$ cat config.mk
export PLATFORM = sky130hd
export DESIGN_NAME = miss_link_req
export DESIGN_NICKNAME = d
export VERILOG_FILES = /design/src/rtl/mlr_pkg.sv /design/src/rtl/mlr_encode.sv /design/src/rtl/mlr_fsm.sv /design/src/rtl/miss_link_req.sv
export SDC_FILE = /design/constraint.sdc
export NUM_CORES = 1
export LEC_CHECK = 0
export BUFFER_PORTS_ARGS = -buffer_cell sky130_fd_sc_hd__buf_2
export CORE_UTILIZATION = 43
export CTS_CLUSTER_SIZE = 25
export DETAILED_ROUTE_END_ITERATION = 6
export GPL_TIMING_DRIVEN = 0
export PLACE_DENSITY = 0.75
export REMOVE_ABC_BUFFERS = 1
export SETUP_SLACK_MARGIN = 0.3
export SKIP_CTS_REPAIR_TIMING = 1
export SLEW_MARGIN = 0
export SYNTH_ARGS = -nofsm -noshare
export SYNTH_HDL_FRONTEND = slang
export SYNTH_SLANG_ARGS = --single-unit
export TNS_END_PERCENT = 20
$ cat constraint.sdc
create_clock -name clk -period 2.6 [get_ports clk]
set_clock_uncertainty 0.05 [all_clocks]
set_input_delay 0.26 -clock clk [delete_from_list [all_inputs] [get_ports clk]]
set_output_delay 0.26 -clock clk [all_outputs]
set_load 0.01 [all_outputs]
$ cat src/rtl/mlr_pkg.sv
package mlr_pkg;

    typedef enum logic [2:0] {
        ST_IDLE,
        ST_ADDR,
        ST_DATA,
        ST_MASK,
        ST_FILL
    } mlr_state_e;

    localparam logic [1:0] SZ_BYTE = 2'd0;
    localparam logic [1:0] SZ_HALF = 2'd1;

endpackage

$ cat src/rtl/mlr_encode.sv
module mlr_encode #(
    parameter int WORD_W     = 32,
    parameter int LINE_WORDS = 4
) (
    input  logic              is_write,
    input  logic [1:0]        size,
    input  logic [WORD_W-1:0] addr,
    output logic [WORD_W-1:0] addr_word,
    output logic [3:0]        lane_mask
);
    import mlr_pkg::*;

    localparam int OFF_BITS = $clog2(LINE_WORDS) + 2;
    localparam logic [WORD_W-1:0] LINE_MASK = ~((WORD_W'(1) << OFF_BITS) - WORD_W'(1));

    logic [1:0] lane_lo;

    always_comb begin
        unique case (size)
            SZ_BYTE: begin
                lane_mask = 4'b0001 << addr[1:0];
                lane_lo   = addr[1:0];
            end
            SZ_HALF: begin
                lane_mask = addr[1] ? 4'b1100 : 4'b0011;
                lane_lo   = {addr[1], 1'b0};
            end
            default: begin
                lane_mask = 4'b1111;
                lane_lo   = 2'b00;
            end
        endcase
    end

    always_comb begin
        if (is_write) begin
            addr_word = {addr[WORD_W-1:2], lane_lo};
        end else begin
            addr_word = addr & LINE_MASK;
        end
    end

endmodule

$ cat src/rtl/mlr_fsm.sv
module mlr_fsm #(
    parameter int LINE_WORDS = 4,
    parameter bit CHECK_FULL = 1'b1,
    localparam int IDX_W     = $clog2(LINE_WORDS)
) (
    input  logic                  clk,
    input  logic                  rst,
    input  logic                  start,
    input  logic                  txn_write,
    input  logic                  out_full,
    input  logic                  in_exists,
    output mlr_pkg::mlr_state_e   state,
    output logic                  out_wr,
    output logic                  in_rd,
    output logic                  fill_done,
    output logic [IDX_W-1:0]      fill_idx,
    output logic                  busy,
    output logic                  send_phase
);
    import mlr_pkg::*;

    localparam logic [IDX_W-1:0] LAST_IDX = IDX_W'(LINE_WORDS - 1);

    mlr_state_e       state_q, state_d;
    logic [IDX_W-1:0] cnt_q;
    logic             push_ok;
    logic             last_word;

    assign push_ok   = CHECK_FULL ? !out_full : 1'b1;
    assign last_word = (cnt_q == LAST_IDX);

    // state register and fill counter
    always_ff @(posedge clk) begin
        if (rst) begin
            state_q <= ST_IDLE;
            cnt_q   <= '0;
        end else begin
            state_q <= state_d;
            if (in_rd) begin
                cnt_q <= last_word ? '0 : cnt_q + IDX_W'(1);
            end
        end
    end

    // transitions
    always_comb begin
        state_d = state_q;
        unique case (state_q)
            ST_IDLE: if (start)   state_d = ST_ADDR;
            ST_ADDR: if (push_ok) state_d = txn_write ? ST_DATA : ST_FILL;
            ST_DATA: if (push_ok) state_d = ST_MASK;
            ST_MASK: if (push_ok) state_d = ST_IDLE;
            ST_FILL: if (in_exists && last_word) state_d = ST_IDLE;
            default: state_d = ST_IDLE;
        endcase
    end

    // outputs
    always_comb begin
        out_wr     = 1'b0;
        in_rd      = 1'b0;
        send_phase = 1'b0;
        unique case (state_q)
            ST_ADDR, ST_DATA, ST_MASK: begin
                send_phase = 1'b1;
                out_wr     = push_ok;
            end
            ST_FILL: in_rd = in_exists;
            default: ;
        endcase
        fill_done = in_rd && last_word;
        busy      = (state_q != ST_IDLE);
    end

    assign state    = state_q;
    assign fill_idx = cnt_q;

endmodule

$ cat src/rtl/miss_link_req.sv
module miss_link_req #(
    parameter int WORD_W     = 32,
    parameter int LINE_WORDS = 4,
    parameter bit CHECK_FULL = 1'b1,
    localparam int IDX_W     = $clog2(LINE_WORDS)
) (
    input  logic              clk,
    input  logic              rst,
    input  logic              req_valid,
    input  logic              req_write,
    input  logic [1:0]        req_size,
    input  logic [WORD_W-1:0] req_addr,
    input  logic [WORD_W-1:0] req_wdata,
    output logic              req_ready,
    output logic              busy,
    output logic              out_wr,
    output logic [WORD_W-1:0] out_data,
    output logic              out_ctrl,
    input  logic              out_full,
    output logic              in_rd,
    input  logic [WORD_W-1:0] in_data,
    input  logic              in_exists,
    output logic              fill_word_valid,
    output logic [WORD_W-1:0] fill_word,
    output logic [IDX_W-1:0]  fill_idx,
    output logic              fill_done
);
    import mlr_pkg::*;

    mlr_state_e        state;
    logic              send_phase;
    logic              accept;
    logic [WORD_W-1:0] enc_addr;
    logic [3:0]        enc_mask;
    logic [WORD_W-1:0] addr_q;
    logic [WORD_W-1:0] data_q;
    logic [3:0]        mask_q;
    logic              wr_q;

    assign accept = req_valid && req_ready;

    mlr_encode #(
        .WORD_W     (WORD_W),
        .LINE_WORDS (LINE_WORDS)
    ) u_encode (
        .is_write  (req_write),
        .size      (req_size),
        .addr      (req_addr),
        .addr_word (enc_addr),
        .lane_mask (enc_mask)
    );

    mlr_fsm #(
        .LINE_WORDS (LINE_WORDS),
        .CHECK_FULL (CHECK_FULL)
    ) u_fsm (
        .clk        (clk),
        .rst        (rst),
        .start      (accept),
        .txn_write  (wr_q),
        .out_full   (out_full),
        .in_exists  (in_exists),
        .state      (state),
        .out_wr     (out_wr),
        .in_rd      (in_rd),
        .fill_done  (fill_done),
        .fill_idx   (fill_idx),
        .busy       (busy),
        .send_phase (send_phase)
    );

    // request payload, captured once at acceptance
    always_ff @(posedge clk) begin
        if (rst) begin
            addr_q <= '0;
            data_q <= '0;
            mask_q <= '0;
            wr_q   <= 1'b0;
        end else if (accept) begin
            addr_q <= enc_addr;
            data_q <= req_wdata;
            mask_q <= enc_mask;
            wr_q   <= req_write;
        end
    end

    // outbound word selection
    always_comb begin
        out_data = '0;
        out_ctrl = 1'b0;
        unique case (state)
            ST_ADDR: begin
                out_data = addr_q;
                out_ctrl = wr_q;
            end
            ST_DATA: out_data = data_q;
            ST_MASK: out_data = {{(WORD_W-4){1'b0}}, mask_q};
            default: ;
        endcase
    end

    assign req_ready       = !busy;
    assign fill_word       = in_data;
    assign fill_word_valid = in_rd;

endmodule

==> results of run 1 <==
## path summary, 6_finish.rpt
kind                      to  cells past startpoint      startpoint  slack, ns
setup / recovery   addr_q[0]                      3  u_fsm.state[2]       0.24
hold / removal    data_q[18]                      3   req_wdata[18]       0.11
setup reg to reg   addr_q[0]                      3  u_fsm.state[2]       0.24
hold reg to reg    addr_q[1]                      2       addr_q[1]       0.40
## stage by stage
stage / power (mW) / cell area [sq um]
detailed placement: 1.64 / 3740
CTS: 2.42 / 3910
floorplan: 1.46 / 2930
global route: 2.52 / 3940
global placement: 1.60 / 3610
finish: 2.40 / 3940
## Yosys cell counts (all sizes together)
library cell	instances	area, sq um
nand2	131	492
dfxtp	74	1480
a21oi	70	350
buf	38	273
a22o	28	245
clkbuf	26	97.6
nor2	10	37.5
a22oi	4	30.0
mux2	4	45.0
nand3	4	20.0
or3	4	25.0
nor3	3	15.0
nor3b	3	27.5
and2	2	12.5
inv	2	7.51
mux2i	2	20.0
nand2b	2	12.5
nor4bb	2	20.0
o211ai	2	15.0
a221oi	1	8.76
a32oi	1	8.76
ha	1	12.5
nor2b	1	6.26
nor4b	1	15.0
or3b	1	8.76
or4b	1	10.0
## sequential cells by signal (all words and copies together), names as in the netlist
| signal | cells |
|---|---|
| mask_q | 4 |
| wr_q | 1 |
| u_fsm.state | 3 |
| u_fsm.fill_idx | 2 |
| data_q | 32 |
| addr_q | 32 |
## cell type report
cell class | count | area [sq um] | area share, %
Inverter | 2 | 7.51 | 0.191
Clock buffer | 12 | 155 | 3.94
Timing Repair Buffer | 121 | 691 | 17.5
Sequential cell | 74 | 1480 | 37.6
Tap cell | 99 | 124 | 3.14
Multi-Input combinational cell | 278 | 1460 | 37.2
Clock inverter | 3 | 15.0 | 0.381
## worst reg2reg max path, stage by stage, from the launching register on
cell and delay [ns]:
dfxtp_1 0.48, or4b_2 1.12, or3_1 0.48, a21oi_1 0.15
## kinds of logic after synthesis
kind of cell | after synthesis | synth area share, %
compound gates | 106 | 20.0
fa+ha+maj | 1 | 0.379
buf+inv | 66 | 11.5
flops | 74 | 44.9
mux | 6 | 1.97
simple gates | 165 | 21.3
## power by group
group          total [mW]  switching (mW)  leakage [nW]  internal [mW]
Clock               0.780           0.391        0.0920          0.389
Combinational       0.356           0.200          1.05          0.156
Sequential           1.26          0.0479         0.607           1.21
Total                2.40           0.638          1.75           1.76
## routing by layer
metal	vias up	GRT usage (%)	share of wire (%)
met5	-	5.19	0.57
met4	2	6.93	1.1
met3	12	10.8	11
met2	148	30.0	42
met1	1354	27.0	46
li1	1506	-	-
==> qor.csv, run 1 <==
metric,value,unit
Setup crit end kind,register,
die width,89.6,microns
Finished Core Util,53.7,%
post-place setup slack,0.231,ns
final worst slack,0.242,ns
setup TNS,0,ns
Final nets,591,
Min Hold Slack,0.106,ns
drt wl/cell,14.1,microns
Final setup viols,0,
clock tree buffer depth,2,
vias,3022,
CTS tree,built,
"commonest cells after routing, fill and taps aside","nand2_1, buf_2, dfxtp_1",
die height,89.6,microns
Worst Path Arrival,2.56,ns
Crit path largest cell delay,1.12,ns
Final GP Congestion,0.780,
site row count,31,
Setup CP Type,reg2reg,
crit-path max FO,38,
RSZ-0062 raised after global routing,yes,
Port Buf Inserts,112,
status,finished clean,
Leakage,1.75,nW
Ys Warns,0,
Residual DRC,0,
Post-Route WL,8300,microns
IO Pins,177,
Inst Count DP,573,
# diodes,0,
drt initial violations,123,
Starting Density,45.0,%
"Reg clk slew, reported paths",0.07,ns
Final Max Slew Viols,0,
synthesized instance count,418,
DIE AREA,8020,sq um
f_max,0.424,GHz
first-pass GRT wire length,12600,microns
Syn-to-layout area delta,19.5,%
sequential share of the synthesized area,44.9,%
Worst Tran Pin Value,1.33,ns
DR pass1 iterations,4,
antenna-violating nets left,0,
H-tree depth,3,
CTS sink count,74,
Vias/cell,5.13,
share of layout cells above drive strength 1,29.8,%
Core Footprint,7330,sq um
Unique masters post-synth,28,
largest net degree at the start of global routing,75,
number of synthesized register bits,74,
Synth Area per Inst,7.89,sq um
"commonest non-fill, non-tap cell in the layout",nand2_1,
number of buffers and inverters on the critical path,0,
cts bufs inserted,9,
Worst path top cell family by delay,simple AND/OR/NAND/NOR gates,
aggregate global routing overflow,0,
CP Launch Type,register,
All-Layer GR Usage,21.1,%
min cycle time layout,2.36,ns
Clock Latency Late Sink,0.32,ns
pwr dens,608,nW/um^2
worst vdd ir,376,uV
clk root buf,clkbuf_8,
Non-Filler Instances,589,
"critical path, cell by cell",or4b_2 > or3_1 > a21oi_1,
"Slowest-stage cell, CP",or4b_2,
# fillers,709,
Max-Slew Margin vs Limit,11.2,%
Critical Path RT,2.80,ns
Final Hold Viols,0,
Tcrit/Tclk final,90.7,%
worst hold path class,in2reg,
DP HPWL,5820,microns
mapped cell area,3300,sq um
vias in the first global route,2672,
Max Cap Viol,0,
initial antenna violation count,0,
Note: power is estimated with default switching activity, not from simulation.
==> inputs of run 2 (changes only) <==
--- a/config.mk
+++ b/config.mk
@@ -6,11 +6,13 @@
 export NUM_CORES = 1
 export LEC_CHECK = 0
 export BUFFER_PORTS_ARGS = -buffer_cell sky130_fd_sc_hd__buf_2
-export CORE_UTILIZATION = 43
+export CELL_PAD_IN_SITES_DETAIL_PLACEMENT = 1
+export CELL_PAD_IN_SITES_GLOBAL_PLACEMENT = 1
+export CORE_UTILIZATION = 33
 export CTS_CLUSTER_SIZE = 25
 export DETAILED_ROUTE_END_ITERATION = 6
 export GPL_TIMING_DRIVEN = 0
-export PLACE_DENSITY = 0.75
+export PLACE_DENSITY = 0.83
 export REMOVE_ABC_BUFFERS = 1
 export SETUP_SLACK_MARGIN = 0.3
 export SKIP_CTS_REPAIR_TIMING = 1
==> run 2 against run 1 <==
Effect of this change:
- count of clock-buffer cells in the layout stayed put
- first-iteration DRC count is 46% lower
- setup slack better by 0.12 ns
- largest cell class unchanged
==> qor.csv, run 2 (same netlist as run 1, synthesis figures left out) <==
metric,value,unit
status,finished clean,
clock group share of total power,34.4,%
Worst Path Arrival,2.46,ns
Setup crit end kind,register,
CP Launch Type,register,
sw power,0.657,mW
Max-Slew Margin vs Limit,48.4,%
Inst Count DP,606,
Syn-to-layout area delta,21.9,%
"Slowest-stage cell, CP",or4b_4,
Final Max Slew Viols,0,
final worst slack,0.361,ns
crit-path max FO,71,
Starting Density,33.9,%
Port Buf Inserts,112,
All-Layer GR Usage,19.1,%
largest net degree at the start of global routing,75,
sequential power share,50.8,%
Final Hold Viols,0,
"Reg clk slew, reported paths",0.08,ns
vias,3084,
pwr dens,619,nW/um^2
Post-Route WL,9740,microns
first-pass GRT wire length,15000,microns
Tcrit/Tclk final,86.1,%
Final nets,592,
Hold Startpoint,req_wdata[9],
drt wl/cell,15.6,microns
H-tree depth,3,
Tot Pwr,2.49,mW
"commonest non-fill, non-tap cell in the layout",nand2_1,
Int Pwr,1.83,mW
aggregate global routing overflow,0,
biggest regs,"addr_q (32), data_q (32), mask_q (4)",
Leakage,1.76,nW
Non-Filler Instances,624,
worst vdd ir,292,uV
Max Cap Viol,0,
DR pass1 iterations,4,
Vias/cell,4.94,
clock tree buffer depth,2,
placed instance area,3780,sq um
DP HPWL,6960,microns
"commonest cells after routing, fill and taps aside","nand2_1, buf_2, dfxtp_1",
Combinational Power Share,14.7,%
drt initial violations,66,
antenna-violating nets left,0,
DIE AREA,10400,sq um
IO Pins,177,
worst hold path class,in2reg,
# diodes,0,
Final GP Congestion,0.701,
Clock Latency Late Sink,0.33,ns
Final setup viols,0,
Worst Tran Pin Value,0.773,ns
clk root buf,clkbuf_8,
initial antenna violation count,0,
worst r2r src,u_fsm.state[2],
site row count,36,
RSZ-0062 raised after global routing,yes,
die height,102,microns
cts bufs inserted,9,
Core Footprint,9730,sq um
f_max,0.447,GHz
CTS tree,built,
post-place setup slack,0.250,ns
Critical Path RT,2.82,ns
crit path launch,u_fsm.state[2],
Worst path top cell family by delay,simple AND/OR/NAND/NOR gates,
Crit path largest cell delay,0.94,ns
Sw Ratio,26.4,%
Residual DRC,0,
min cycle time layout,2.24,ns
number of buffers and inverters on the critical path,0,
die width,102,microns
"critical path, cell by cell",or4b_4 > or3_1 > a21oi_1,
CTS sink count,74,
share of layout cells above drive strength 1,29.9,%
vias in the first global route,3031,
Setup CP Type,reg2reg,
Post-Layout Inst Area,4020,sq um
run 2: cell types whose count changed in the layout (fill, tap and decap cells not counted), sizes merged:
| cell | delta |
|---|---|
| buf | +1 |
| clkinv | -1 |
| bufinv | +1 |
run 2: final timing paths:
check | end | slack [ns] | cells past startpoint
worst min-delay path | data_q[9] | 0.11 | 3
worst max-delay path | addr_q[0] | 0.36 | 3
worst max register to register | addr_q[0] | 0.36 | 3
worst min register to register | data_q[10] | 0.40 | 2
run 2: per-layer routing:
metal  track usage, %  share of wire [%]  wire, microns  vias to the layer above
met3             8.96                8.3            807                       12
met5             3.85               0.44             43                        -
met4             4.18                1.1            108                        2
li1                 -                  -              -                     1507
met2             30.2                 46           4460                      122
met1             23.3                 44           4320                     1441
run 2: metrics by stage:
step / hold slack, ns / utilization (%) / setup TNS (ns)
2_1_floorplan: 0.279 / - / -78.00
3_3_place_gp: 0.389 / 37.6 / -254.41
3_5_place_dp: 0.398 / 38.9 / 0
4_1_cts: 0.0843 / 40.8 / -1.57
5_1_grt: 0.0885 / 41.3 / 0
6_report: 0.107 / 41.3 / 0
run 2: power groups by stage:
stage / registers, mW / clock network, mW / logic [mW]
after floorplan: 1.27 / 0 / 0.191
after detailed placement: 1.29 / 0 / 0.369
final: 1.26 / 0.857 / 0.367
after global placement: 1.28 / 0 / 0.335
after global routing: 1.27 / 0.943 / 0.416
after CTS: 1.26 / 0.896 / 0.371
run 2: final cells by class:
class	instances	area, sq um
repair buffers	122	702
well taps	133	166
multi-input cells	278	1470
inverters	2	7.51
clock inverters	3	40.0
clock buffers	12	145
flip-flops and latches	74	1480
fillers	1234	5710
run 2: worst reg2reg max path: stages, from the launching register on:
cell and delay, ns:
dfxtp_1 0.50, or4b_4 0.94, or3_1 0.56, a21oi_1 0.14
==> inputs of run 3 (changes only) <==
--- a/config.mk
+++ b/config.mk
@@ -5,6 +5,7 @@
 export SDC_FILE = /design/constraint.sdc
 export NUM_CORES = 1
 export LEC_CHECK = 0
+export ABC_AREA = 1
 export BUFFER_PORTS_ARGS = -buffer_cell sky130_fd_sc_hd__buf_2
 export CELL_PAD_IN_SITES_DETAIL_PLACEMENT = 1
 export CELL_PAD_IN_SITES_GLOBAL_PLACEMENT = 1
@@ -12,7 +13,7 @@
 export CTS_CLUSTER_SIZE = 25
 export DETAILED_ROUTE_END_ITERATION = 6
 export GPL_TIMING_DRIVEN = 0
-export PLACE_DENSITY = 0.83
+export PLACE_DENSITY = 0.82
 export REMOVE_ABC_BUFFERS = 1
 export SETUP_SLACK_MARGIN = 0.3
 export SKIP_CTS_REPAIR_TIMING = 1
==> run 3 against run 2 <==
Effect of this change:
- sequential share of layout area grew 0.75 points
- global-route usage shrank 1.2 points
- clock power grew 2%
- largest cell class unchanged
==> qor.csv, run 3 <==
metric,value,unit
die width,104,microns
Final GP Congestion,0.784,
Final Hold Viols,0,
Residual DRC,0,
setup TNS,0,ns
Max-Slew Margin vs Limit,36.8,%
Synth top area share,43.5,%
top_reg_cell synth,dfxtp_1,
most frequent cell after synthesis,dfxtp_1,
Final setup viols,0,
crit-path max FO,78,
CTS tree,built,
clock tree buffer depth,2,
aggregate global routing overflow,0,
Non-Filler Instances,640,
DP HPWL,6470,microns
Port Buf Inserts,112,
RSZ-0062 raised after global routing,yes,
Worst Tran Pin Value,0.946,ns
Critical Path RT,2.77,ns
Worst Path Arrival,2.39,ns
initial antenna violation count,0,
All-Layer GR Usage,17.9,%
Tcrit/Tclk final,85.4,%
Vias/cell,4.80,
# fillers,1266,
Clock Latency Late Sink,0.34,ns
antenna-violating nets left,0,
site row count,36,
Synth top cells by count,"dfxtp_1, inv_1, a21oi_1",
Post-Layout Inst Area,3930,sq um
Max Cap Viol,0,
"commonest non-fill, non-tap cell in the layout",buf_2,
Finished Core Util,39.9,%
number of synthesized register bits,74,
Yosys top cell by area,dfxtp_1,
share of layout cells above drive strength 1,27.4,%
sequential share of the synthesized area,43.5,%
"commonest cells after routing, fill and taps aside","buf_2, dfxtp_1, inv_1",
Setup CP Type,reg2reg,
synthesized instance count,438,
drt wl/cell,14.8,microns
worst vdd ir,519,uV
"Reg clk slew, reported paths",0.08,ns
placed instance area,3680,sq um
Syn-to-layout area delta,15.5,%
IO Pins,177,
DIE AREA,10700,sq um
die height,104,microns
worst hold path class,in2reg,
"FFs w/ async S/R, synth",0,%
CTS sink count,74,
Core Footprint,9860,sq um
drt initial violations,89,
cts bufs inserted,9,
Tot Pwr,3.94,mW
status,finished clean,
Starting Density,34.5,%
biggest regs,"addr_q (32), data_q (32), mask_q (4)",
Ys Warns,0,
Leakage,1.75,nW
CP Launch Type,register,
number of synthesized flops with an enable pin,0,
# diodes,0,
DR pass1 iterations,4,
Post-Route WL,9460,microns
Setup crit end kind,register,
Final Max Slew Viols,0,
H-tree depth,3,
clk root buf,clkbuf_8,
first-pass GRT wire length,15300,microns
vias in the first global route,3120,
Synth Area per Inst,7.77,sq um
pwr dens,1000,nW/um^2
min cycle time layout,2.22,ns
Unique masters post-synth,26,
leading post-synthesis cells by cell area,"dfxtp_1, a21oi_1, inv_1, buf_4, o22ai_1",
Inst Count DP,623,
Final nets,608,
vias,3075,
largest net degree at the start of global routing,131,
f_max,0.450,GHz
mapped cell area,3400,sq um
## run 3: changes by cell type after synthesis, moves of 5 or more
cell and delta:
clkbuf_1 -19, o22ai_1 +28, a22o_1 -28, nand3_1 +5, o21ai_0 +31, inv_1 +71
nand2_1 -97, buf_6 +10, o21ai_1 +31
## run 3: cells by family (layout without fill, tap and decap cells)
kind of cell	Yosys count	count (layout)	share of synthesized area, %
adders and majority gates	1	1	0.367
and+or+nand+nor	62	62	8.56
buffers and inverters	135	204	21.6
DFF	74	74	43.5
AOI/OAI and AO/OA	166	166	25.9
## run 3: power breakdown
part | internal (mW) | switching (mW) | leakage, nW
clock | 0.461 | 0.415 | 0.0941
sequential | 1.49 | 0.120 | 0.611
combinational | 0.502 | 0.957 | 1.04
## run 3: final timing paths
path,start,to,slack [ns],cells after the start
worst max-delay path,u_fsm.state[0],mask_q[2],0.38,7
worst min-delay path,req_addr[2],addr_q[2],0.12,3
worst max register to register,u_fsm.state[0],mask_q[2],0.38,7
worst min register to register,addr_q[10],addr_q[10],0.40,2
## run 3: final cells by class
cell class	count	area [sq um]	share of cell area [%]
clock buffers	10	138	3.50
clock inverters	5	55.1	1.40
inverters	75	282	7.16
multi-input cells	229	1200	30.6
flip-flops and latches	74	1480	37.7
well taps	133	166	4.23
repair buffers	114	608	15.5
## run 3: worst max-delay path, stage by stage, from the launching register on
cell	delay (ns)
dfxtp_1	0.38
nor2_4	0.22
nand3_4	0.60
buf_12	0.44
inv_2	0.12
o21ai_0	0.08
o21ai_0	0.08
nor2_1	0.06
## run 3: layer usage
metal	track usage, %	share of wire [%]
met1	21.8	46
met2	27.9	44
met3	8.37	8.9
met4	4.14	1.0
met5	4.76	0
## run 3: metrics by stage
step / setup slack (ns) / hold slack, ns
6_report: 0.379 / 0.116
4_1_cts: -0.176 / 0.0988
3_3_place_gp: -0.226 / 0.389
2_1_floorplan: 0.705 / 0.279
3_5_place_dp: 0.0988 / 0.398
5_1_grt: 0.173 / 0.107
